File: src/rtl/ocs_pkg.sv
package ocs_pkg;
  localparam int SIG_W = 16;
  localparam logic [SIG_W-1:0] SIG_POLY = 16'h1021;
  localparam logic [SIG_W-1:0] SIG_SEED = 16'hFFFF;

  // one serial CRC step, MSB-first shift
  function automatic logic [SIG_W-1:0] crc_step(input logic [SIG_W-1:0] s, input logic b);
    logic fb;
    fb = s[SIG_W-1] ^ b;
    crc_step = {s[SIG_W-2:0], 1'b0} ^ (fb ? SIG_POLY : '0);
  endfunction
endpackage

File: src/rtl/ocs_sig_lane.sv
module ocs_sig_lane
  import ocs_pkg::*;
(
  input  logic             clk,
  input  logic             rst_n,
  input  logic             init,
  input  logic             step,
  input  logic             bit_in,
  output logic [SIG_W-1:0] sig
);
  always_ff @(posedge clk or negedge rst_n) begin
    if (!rst_n)    sig <= SIG_SEED;
    else if (init) sig <= SIG_SEED;
    else if (step) sig <= crc_step(sig, bit_in);
  end
endmodule

File: src/rtl/ocs_onehot_chk.sv
module ocs_onehot_chk #(
  parameter int K = 10
) (
  input  logic [K-1:0] vec,
  output logic         is_onehot
);
  // running "seen one" and "seen more" flags across the vector
  logic [K:0] seen_one;
  logic [K:0] seen_many;
  assign seen_one[0]  = 1'b0;
  assign seen_many[0] = 1'b0;
  for (genvar i = 0; i < K; i++) begin : g_scan
    assign seen_one[i+1]  = seen_one[i] | vec[i];
    assign seen_many[i+1] = seen_many[i] | (seen_one[i] & vec[i]);
  end
  assign is_onehot = seen_one[K] & ~seen_many[K];
endmodule

File: src/rtl/ocs_sig_match.sv
module ocs_sig_match
  import ocs_pkg::*;
#(
  parameter int K = 10
) (
  input  logic [K*SIG_W-1:0] sig_flat,
  input  logic [K*SIG_W-1:0] golden_flat,
  output logic               all_match
);
  logic [K-1:0] lane_eq;
  for (genvar i = 0; i < K; i++) begin : g_cmp
    assign lane_eq[i] = (sig_flat[i*SIG_W +: SIG_W] == golden_flat[i*SIG_W +: SIG_W]);
  end
  assign all_match = &lane_eq;
endmodule

File: src/rtl/onehot_crc_compactor.sv
module onehot_crc_compactor
  import ocs_pkg::*;
#(
  parameter int K = 10
) (
  input  logic               clk,
  input  logic               rst_n,
  input  logic               clear,
  input  logic               resp_valid,
  output logic               resp_ready,
  input  logic [K-1:0]       resp_data,
  input  logic [K*SIG_W-1:0] golden_sig,
  input  logic               finish,
  output logic               done,
  output logic               pass,
  output logic               proto_err
);
  localparam int FLAT_W = K * SIG_W;

  logic              accept;
  logic              is_onehot;
  logic              all_match;
  logic [FLAT_W-1:0] sig_flat;
  logic              err_q, done_q, pass_q;

  assign resp_ready = ~clear;
  assign accept     = resp_valid & resp_ready;

  for (genvar i = 0; i < K; i++) begin : g_lane
    ocs_sig_lane u_lane (
      .clk    (clk),
      .rst_n  (rst_n),
      .init   (clear),
      .step   (accept),
      .bit_in (resp_data[i]),
      .sig    (sig_flat[i*SIG_W +: SIG_W])
    );
  end

  ocs_onehot_chk #(.K(K)) u_onehot (
    .vec       (resp_data),
    .is_onehot (is_onehot)
  );

  ocs_sig_match #(.K(K)) u_match (
    .sig_flat    (sig_flat),
    .golden_flat (golden_sig),
    .all_match   (all_match)
  );

  always_ff @(posedge clk or negedge rst_n) begin
    if (!rst_n) begin
      err_q  <= 1'b0;
      done_q <= 1'b0;
      pass_q <= 1'b0;
    end else if (clear) begin
      err_q  <= 1'b0;
      done_q <= 1'b0;
      pass_q <= 1'b0;
    end else begin
      if (accept && !is_onehot) err_q <= 1'b1;
      if (finish) begin
        done_q <= 1'b1;
        pass_q <= all_match & ~err_q;
      end
    end
  end

  assign done      = done_q;
  assign pass      = pass_q;
  assign proto_err = err_q;
endmodule

File: config.mk
export PLATFORM = sky130hd
export DESIGN_NAME = onehot_crc_compactor
export DESIGN_NICKNAME = d
export VERILOG_FILES = /design/src/rtl/ocs_pkg.sv /design/src/rtl/ocs_sig_lane.sv /design/src/rtl/ocs_onehot_chk.sv /design/src/rtl/ocs_sig_match.sv /design/src/rtl/onehot_crc_compactor.sv
export SDC_FILE = /design/constraint.sdc
export NUM_CORES = 1
export LEC_CHECK = 0
export CORE_ASPECT_RATIO = 1.4
export CORE_MARGIN = 2
export CORE_UTILIZATION = 50
export CTS_BUF_LIST = sky130_fd_sc_hd__clkbuf_8
export DETAILED_ROUTE_END_ITERATION = 8
export PLACE_DENSITY = 0.78
export SLEW_MARGIN = 20
export SYNTH_ARGS = -nofsm -noshare
export SYNTH_HDL_FRONTEND = slang
export SYNTH_SLANG_ARGS = --single-unit
File: constraint.sdc
create_clock -name clk -period 5.2 [get_ports clk]
set_clock_uncertainty 0.05 [all_clocks]
set_input_delay 1.56 -clock clk [delete_from_list [all_inputs] [get_ports clk]]
set_output_delay 1.56 -clock clk [all_outputs]
set_load 0.02 [all_outputs]
==> metrics.md <==
| Metric | Value |
|---|---|
| Crit end category | primary output |
| Largest net degree at the start of global routing | 112 |
| TritonCTS clock tree | yes |
| Mapped Area | 8910 um^2 |
| Largest delay share family, worst path | buffers and inverters |
| Remaining DRCs | 0 |
| Status | complete, no violations |
| CTS root buf | clkbuf_8 |
| Slowest cell delay on critical path | 0.62 ns |
| Post-synth cell types | 42 |
| DP HPWL | 22400 um |
| Drt pass-1 iters | 5 |
| Synth Net Count | 1053 |
| HP Class | reg2reg |
| CP max stage cell | clkdlybuf4s50_1 |
| Die area | 18900 um^2 |
| Port bufs | 178 |
| Startpoint Class | input port |
| Vias | 7214 |
| Critical Path Most Common Cell | clkdlybuf4s50_1 |
| Setup_tns | 0 ns |
| Maximum capacitance violations | 0 |
| Max clock buf depth | 2 |
| Endpoints failing hold | 0 |
| Worst-Margin Slew | 0.955 ns |
| Setup WS pre-CTS | 0.709 ns |
| Critical path cell sequence | clkdlybuf4s50_1 -> inv_4 -> clkdlybuf4s50_1 |
| Gr ovfl total | 0 |
| P&R area growth vs syn | 26.7% |
| CP Data Required Time | 3.59 ns |
| Critical path class | in2out |
| Final period utilization | 86.5% |
| Via density | 5.59 |
| Rel. slew slack | 36.3% |
| Clk pwr share | 31.5% |
| Int Power | 1.96 mW |
| CP Max Fanout | 4 |
| FILL cells | 1467 |
| Yosys warning total | 0 |
| Fin nets | 1216 |
| Initial Util | 51.2% |
| Register area share after synthesis | 48.0% |
| Worst path buffer plus inverter count | 3 |
| Chip Width | 117 um |
| Syn_area_per_cell | 10.1 um^2 |
| Tot GR Track Use | 31.4% |
| Fin crit period | 4.50 ns |
| # hold bufs at CTS | 0 |
| Die Ht | 162 um |
| RSZ-0062 raised after global routing | false |
| Post_cts resized | 0 |
| Routability Congestion | 1.03 |
| Leakage | 4.52 nW |
| Setup violators final | 0 |
| Vias in the first global route | 7341 |
| Max Slew Vio Count | 0 |
| Initial antenna violation count | 0 |
| Mapped Cells | 878 |
| WL final | 28900 um |
| N_diodes | 0 |
| Psw | 835 uW |
| Max VDD drop | 173 uV |
| Pwr dens | 247 nW/um^2 |
| Sequential share of power | 50.3% |
| Avg WL per Cell | 22.4 um |
| Area of the core | 17400 um^2 |
| First-pass GRT wire length | 43100 um |
| Share of cells above drive strength 1 | 19.9% |
| Row Count | 57 |
| Gate power share | 18.3% |
| Arrival time worst endpoint | 2.89 ns |
| # H-tree levels | 4 |
| Final ANT Viol Nets | 0 |
| Sw Ratio | 29.9% |
| Post-CTS setup buffer count | 0 |
| Clock-pin slew of the registers on the worst-case setup and hold paths | 0.09 ns |
| FF+latch count, synth | 163 |
| Number of CTS-inserted buffers | 17 |
| Achievable frequency | 222 MHz |
| I/O Pins | 179 |
| Setup ws final | 0.700 ns |
| DRT iter0 DRCs | 731 |
| Worst-Skew Late Latency | 0.46 ns |
| Clk sinks | 163 |
layer usage:
metal | global-route usage [%] | wire length (um) | up-vias
met5 | 0 | 0 | -
met4 | 15.2 | 1430 | 0
met3 | 5.22 | 1720 | 64
met2 | 51.3 | 14100 | 320
met1 | 40.2 | 11600 | 3493
li1 | - | - | 3337
worst reg2reg max path, stage by stage (launching register included):
cell	delay (ns)
dfstp_2	0.60
nor2b_1	0.07
a2111o_1	0.40
a2111oi_2	0.44
nand4_1	0.15
nor4_1	0.33
a22o_1	0.17
synth_stat cells, drive strengths merged:
| cell type | n | area share [%] |
|---|---|---|
| and3 | 1 | 0.070 |
| clkbuf | 30 | 1.3 |
| xor2 | 57 | 5.6 |
| a221oi | 3 | 0.29 |
| nand2 | 183 | 7.7 |
| o2111ai | 4 | 0.39 |
| dfrtp | 3 | 0.84 |
| nand3b | 3 | 0.25 |
| nor4 | 24 | 1.8 |
| nor2b | 12 | 0.84 |
| o22ai | 19 | 1.3 |
| a2111o | 3 | 0.38 |
| o21ai | 24 | 1.3 |
| xnor2 | 75 | 7.4 |
| o2bb2ai | 7 | 0.69 |
| nand2b | 13 | 0.91 |
| inv | 52 | 2.2 |
| nand4 | 21 | 1.5 |
| clkinv | 1 | 0.042 |
| a222oi | 1 | 0.11 |
| o211ai | 33 | 2.8 |
| buf | 11 | 0.55 |
| dfstp | 160 | 47 |
| mux2i | 105 | 12 |
| nor3 | 2 | 0.11 |
| a31oi | 1 | 0.070 |
| or4 | 1 | 0.084 |
| maj3 | 1 | 0.11 |
| o221a | 1 | 0.13 |
| a21oi | 1 | 0.056 |
| o31ai | 1 | 0.084 |
| and2b | 2 | 0.18 |
| nand3 | 2 | 0.11 |
| a2111oi | 7 | 0.76 |
| nor2 | 6 | 0.25 |
| a22o | 8 | 0.79 |
flip-flops by register name (all words and copies together), names as in the netlist:
signal,cells
g_lane.u_lane.sig,160
done,1
pass,1
proto_err,1
logic make-up (layout without fill, tap and decap cells):
logic type	Yosys count	in the layout	share of synthesized area [%]
fa+ha+maj	1	1	0.112
flops	163	163	48.0
simple gates	270	270	13.8
compound gates	113	113	9.21
buf+inv	94	270	4.04
mux	105	105	11.8
xor+xnor	132	132	13.0
stage by stage:
step                      std cells  instance area (um^2)  util (%)  hold slack [ns]  total power [mW]
after floorplan                 878                  8910         -            0.432              1.64
after global placement         1258                 10900      62.8            0.440              1.92
after detailed placement       1258                 10900      62.8            0.450              1.92
after CTS                      1290                 11300      64.9            0.460              2.80
after global routing           1290                 11300      64.9            0.484              2.90
final                          1290                 11300      64.9            0.462              2.79
layout by cell type, fill, tap and decap left out, drive strengths merged, types with 2 or more instances in the layout:
master,Yosys,final
nand3b,3,3
o211ai,33,33
a2111oi,7,7
nand2b,13,13
a22o,8,8
nor2b,12,12
and2b,2,2
xnor2,75,75
o21ai,24,24
o2111ai,4,4
a2111o,3,3
xor2,57,57
buf,11,8
nor2,6,6
o2bb2ai,7,7
dfrtp,3,3
clkinv,1,4
nand3,2,2
nor3,2,2
o22ai,19,19
clkinvlp,0,5
mux2i,105,105
nand4,21,21
clkdlybuf4s50,0,176
dfstp,160,160
inv,52,58
clkbuf,30,19
nand2,183,183
a221oi,3,3
nor4,24,24
power by group through the flow:
stage	logic, mW	clock network, mW	registers (mW)
final	0.509	0.879	1.40
after global routing	0.543	0.949	1.41
after CTS	0.507	0.893	1.40
after detailed placement	0.504	0	1.42
after global placement	0.501	0	1.42
after floorplan	0.236	0	1.40
final timing paths:
check	endpoint	from	slack [ns]	cells after the start
setup reg to reg	pass	g_lane[6].u_lane.sig[14]	2.94	6
setup / recovery	resp_ready	clear	0.70	3
hold / removal	g_lane[5].u_lane.sig[3]	g_lane[5].u_lane.sig[2]	0.46	2
max in group asynchronous	g_lane[7].u_lane.sig[9]	rst_n	3.02	2
min in group asynchronous	done	rst_n	1.20	1
hold reg to reg	g_lane[5].u_lane.sig[3]	g_lane[5].u_lane.sig[2]	0.46	2
cell type report:
cell class | instances | area (um^2) | area share [%]
clock inverters | 14 | 118 | 1.04
well taps | 236 | 295 | 2.62
inverters | 53 | 201 | 1.78
repair buffers | 185 | 1880 | 16.6
multi-input cells | 621 | 4270 | 37.8
flip-flops and latches | 163 | 4280 | 37.9
clock buffers | 18 | 248 | 2.19
Note: power is estimated with default switching activity, not from simulation.
